$ cat config.mk
export PLATFORM = sky130hd
export DESIGN_NAME = cseg_addr_ext
export DESIGN_NICKNAME = d
export VERILOG_FILES = /design/src/rtl/cseg_pkg.sv /design/src/rtl/cseg_event_arb.sv /design/src/rtl/cseg_reg.sv /design/src/rtl/cseg_pin_mask.sv /design/src/rtl/cseg_addr_ext.sv
export SDC_FILE = /design/constraint.sdc
export NUM_CORES = 1
export LEC_CHECK = 0
export BUFFER_PORTS_ARGS = -buffer_cell sky130_fd_sc_hd__buf_2
export CORE_MARGIN = 4
export CORE_UTILIZATION = 30
export CTS_CLUSTER_SIZE = 12
export DETAILED_ROUTE_END_ITERATION = 8
export GPL_ROUTABILITY_DRIVEN = 0
export HOLD_SLACK_MARGIN = 0.06
export PLACE_DENSITY = 0.82
export REMOVE_ABC_BUFFERS = 1
export SLEW_MARGIN = 20
export SYNTH_ARGS = -nofsm -noshare
export SYNTH_HDL_FRONTEND = slang
export SYNTH_HIERARCHICAL = 1
export SYNTH_SLANG_ARGS = --single-unit
$ cat constraint.sdc
create_clock -name clk -period 2.6 [get_ports clk]
set_clock_uncertainty 0.15 [all_clocks]
set_input_delay 0.13 -clock clk [delete_from_list [all_inputs] [get_ports clk]]
set_output_delay 0.13 -clock clk [all_outputs]
set_load 0.01 [all_outputs]
$ cat src/rtl/cseg_pkg.sv
package cseg_pkg;

  typedef enum logic [1:0] {
    PINS_NONE = 2'b00,
    PINS_TWO  = 2'b01,
    PINS_FOUR = 2'b10,
    PINS_ALL  = 2'b11
  } pin_sel_e;

  // Number of low segment bits routed to the pins for a select code.
  function automatic int unsigned pin_count(input pin_sel_e sel, input int unsigned seg_w);
    int unsigned n;
    case (sel)
      PINS_NONE: n = 0;
      PINS_TWO:  n = 2;
      PINS_FOUR: n = 4;
      default:   n = seg_w;
    endcase
    if (n > seg_w) n = seg_w;
    return n;
  endfunction

endpackage

$ cat src/rtl/cseg_event_arb.sv
module cseg_event_arb #(
  parameter int SEG_W = 8
) (
  input  logic             far_jmp,
  input  logic             far_call,
  input  logic             far_ret,
  input  logic             int_ret,
  input  logic             int_ack,
  input  logic             trap,
  input  logic [SEG_W-1:0] seg_val,
  output logic             upd_en,
  output logic [SEG_W-1:0] upd_val
);
  logic clr_req;
  logic ld_req;

  always_comb begin
    clr_req = int_ack | trap;
    ld_req  = far_jmp | far_call | far_ret | int_ret;
    upd_en  = clr_req | ld_req;
    // Interrupt or trap outranks any branch or return load.
    upd_val = clr_req ? '0 : seg_val;
  end
endmodule

$ cat src/rtl/cseg_reg.sv
module cseg_reg #(
  parameter int SEG_W = 8
) (
  input  logic             clk,
  input  logic             rst,
  input  logic             upd_en,
  input  logic [SEG_W-1:0] upd_val,
  output logic [SEG_W-1:0] seg_q
);
  always_ff @(posedge clk) begin
    if (rst)         seg_q <= '0;
    else if (upd_en) seg_q <= upd_val;
  end
endmodule

$ cat src/rtl/cseg_pin_mask.sv
module cseg_pin_mask
  import cseg_pkg::*;
#(
  parameter int SEG_W = 8
) (
  input  logic [SEG_W-1:0] seg_q,
  input  logic [1:0]       pin_sel,
  input  logic             drive_en,
  output logic [SEG_W-1:0] seg_pins
);
  localparam int CNT_W = $clog2(SEG_W + 1);

  logic [CNT_W-1:0] cnt;
  logic [SEG_W-1:0] mask;

  always_comb cnt = CNT_W'(pin_count(pin_sel_e'(pin_sel), SEG_W));

  for (genvar i = 0; i < SEG_W; i++) begin : g_mask
    assign mask[i] = (CNT_W'(i) < cnt);
  end

  assign seg_pins = drive_en ? (seg_q & mask) : '0;
endmodule

$ cat src/rtl/cseg_addr_ext.sv
module cseg_addr_ext #(
  parameter int SEG_W = 8,
  parameter int IP_W  = 16,
  parameter int RD_W  = 16
) (
  input  logic                  clk,
  input  logic                  rst,
  input  logic [IP_W-1:0]       ip_in,
  input  logic                  far_jmp,
  input  logic                  far_call,
  input  logic                  far_ret,
  input  logic                  int_ret,
  input  logic                  int_ack,
  input  logic                  trap,
  input  logic [SEG_W-1:0]      seg_val,
  input  logic                  seg_en,
  input  logic [1:0]            pin_sel,
  input  logic                  ext_acc,
  input  logic                  data_wr_en,
  input  logic [RD_W-1:0]       data_wr_data,
  output logic [SEG_W+IP_W-1:0] code_addr,
  output logic [SEG_W-1:0]      seg_pins,
  output logic [RD_W-1:0]       rd_val
);
  localparam int PAD_W = RD_W - SEG_W;

  logic             upd_en;
  logic [SEG_W-1:0] upd_val;
  logic [SEG_W-1:0] seg_q;
  logic [SEG_W-1:0] seg_eff;

  cseg_event_arb #(.SEG_W(SEG_W)) u_arb (
    .far_jmp (far_jmp),
    .far_call(far_call),
    .far_ret (far_ret),
    .int_ret (int_ret),
    .int_ack (int_ack),
    .trap    (trap),
    .seg_val (seg_val),
    .upd_en  (upd_en),
    .upd_val (upd_val)
  );

  cseg_reg #(.SEG_W(SEG_W)) u_reg (
    .clk    (clk),
    .rst    (rst),
    .upd_en (upd_en),
    .upd_val(upd_val),
    .seg_q  (seg_q)
  );

  cseg_pin_mask #(.SEG_W(SEG_W)) u_pins (
    .seg_q   (seg_q),
    .pin_sel (pin_sel),
    .drive_en(seg_en & ext_acc),
    .seg_pins(seg_pins)
  );

  // Flat mode forces segment 0 without touching the stored value.
  assign seg_eff   = seg_en ? seg_q : '0;
  assign code_addr = {seg_eff, ip_in};
  assign rd_val    = {{PAD_W{1'b0}}, seg_q};
endmodule

==> flow_metrics.tcl <==
set metrics [dict create \
    status "finished clean" \
    fmax_ghz 0.797 \
    postRouteAntennaNets 0 \
    maxUsedRoutingLayer "met3" \
    drt_first_pass_iters 3 \
    floorplan.rows 16 \
    p_per_area_nw_per_um2 349 \
    rrSetupSlack_ps 1810 \
    yosysSeqAreaShare 0.238 \
    cp_max_fo 4 \
    arrival_ps 970 \
    power.leakage_nw 0.512 \
    largest_reg_flops 8 \
    synth_area_per_cell_sq_um 8.52 \
    finalInstanceArea_sq_um 786 \
    hold_slack_ps 65.5 \
    grt_max_degree 10 \
    dieHeight_um 55.4 \
    numPortBuffers 43 \
    worstHoldStart "seg_val[7]" \
    synthTopCellsByArea "buf_4 27%, dfxtp_1 24%, and2_1 16%" \
    synth_seq_cells 8 \
    synth.yosys.warnings 6 \
    synth-xor-area-share 0 \
    wl_per_cell_um 15.8 \
    drc 0 \
    cts_tree "yes" \
    slew_viol_final 0 \
    clkLatencyLatePin_ps 250 \
    setup_viol 0 \
    seq_area_sq_um 160 \
    area_growth_pct 16.7 \
    clk_path_buf_depth 2 \
    dp_hpwl_um 1770 \
    timing.final.hold_violations 0 \
    rsz0062_at_grt "false" \
    synth_compound_area_frac 0.0297 \
    cts_buffers 3 \
    core-area_sq_um 2040 \
    reg_top3 "u_reg/seg_q x8" \
    yosysTopAreaCell "buf_4" \
    dr.first_iter.drc_count 7 \
    cts-htree-levels 1 \
    fill_cells 214 \
    worst_setup_path_end_kind "primary output" \
    die_width_um 55.4 \
    die-area_sq_um 3070 \
    synth_cell_types 14 \
    setup_tns_ps 0 \
    root_buffer "clkbuf_4" \
    yosysTopAreaCellShare 0.268 \
    fin_crit_ps 1250 \
    peakVddDrop_mv 0.129 \
    num_vias 612 \
    top_register "u_reg/seg_q" \
    holdCritPathClass "input pin to flop" \
    hold_end "u_reg/seg_q[7]" \
    antenna_found_initial 0 \
    synth-simple-area-share 0.318 \
    cts.repair.resized 0 \
    track_usage 0.136 \
    startpoint_type "flop" \
    grt_pass1_wl_um 3170 \
    cts.clk_slew.worst_paths_ps 50 \
    initial_core_util 0.330 \
    diodes 0 \
    synth.area.mux_share 0.119 \
    final_common_cell "buf_2" \
    first_global_vias 595 \
    wl_met3_um 480 \
    layout_common_cells "43 x buf_2, 17 x and2_1" \
    synth_top_family_by_area "simple AND/OR/NAND/NOR gates" \
    drv_cap 0 \
    cp.required_ps 2320 \
    multi_input_area_sq_um 344 \
    met1Wirelength_um 923 \
    finalCritPeriodShare 0.482 \
    r2r.worst_path.cells 2 \
    synthCells 79 \
    overflow 0 \
    routed_wl_um 2120 \
    reg2reg_from "u_reg/seg_q[6]" \
    cts_sinks 8 \
    worst_slack_ps 1350 \
    io_pins 101 \
    vias_per_cell 4.57 \
    nets 162 \
    place_ws_ps 1230 \
    drive_gt1_frac 0.467 \
    r2r-end "u_reg/seg_q[6]" \
    placed_area_sq_um 753 \
    syn_area_sq_um 673 \
    synth-adder-area-share 0 \
    crit_type "flop to primary output" \
    whs_path_depth 4 \
    dr_wl_met2_um 710 \
]
through the flow:
stage / power [mW] / cells / utilization
floorplan: 0.153 / 60 / -
global placement: 0.179 / 130 / 0.369
detailed placement: 0.182 / 130 / 0.369
CTS: 0.278 / 134 / 0.385
global route: 0.290 / 134 / 0.385
finish: 0.274 / 134 / 0.385
cell usage after synthesis:
| cell type | instances |
|---|---|
| buf_4 | 24 |
| and2_1 | 17 |
| dfxtp_1 | 8 |
| mux2i_1 | 8 |
| nor2_1 | 8 |
| and4_1 | 4 |
| and3_2 | 2 |
| o211a_1 | 2 |
| buf_1 | 1 |
| buf_6 | 1 |
| conb_1 | 1 |
| nand2_1 | 1 |
| nor2_4 | 1 |
| nor4_2 | 1 |
kinds of logic (layout without fill, tap and decap cells):
family,Yosys count,in the layout
multiplexers,8,8
AO/OA/AOI/OAI,2,2
buffers and inverters,26,47
other,1,8
flip-flops,8,8
AND/OR/NAND/NOR,34,34
where the power goes:
part	total (mW)	switching, mW	leakage [nW]	internal [mW]
clock	0.0938	0.0410	0.0138	0.0527
sequential	0.130	0.00353	0.0651	0.126
combinational	0.0509	0.0277	0.433	0.0232
total	0.274	0.0723	0.512	0.202
per-layer routing:
metal,vias up,global-route usage
met5,-,0.0893
met4,0,0.0521
met1,267,0.173
met3,0,0.121
met2,61,0.149
li1,284,-
how the worst max path moves through the flow:
stage,start,cells after the start,to
floorplan,far_call,4,u_reg/seg_q[0]
global placement,far_call,5,u_reg/seg_q[0]
detailed placement,far_call,5,u_reg/seg_q[4]
CTS,u_reg/seg_q[7],2,seg_pins[7]
global route,u_reg/seg_q[7],2,seg_pins[7]
finish,u_reg/seg_q[5],2,seg_pins[5]
worst max-delay path, stage by stage, from the launching register on:
cell	delay, ps
dfxtp_1	390
and4_1	210
buf_2	130
what timing repair did:
action,CTS,global route
hold buffers,1,0
buffers inserted,0,0
endpoints found under the hold margin,8,0
setup endpoints to repair,0,0
final cells by class:
| type | instances | share of cell area |
|---|---|---|
| tap | 27 | 0.0430 |
| multi-input combinational | 52 | 0.438 |
| timing repair buffer | 44 | 0.287 |
| clock buffer | 3 | 0.0287 |
| sequential | 8 | 0.204 |
(Power assumes the default switching activity.)
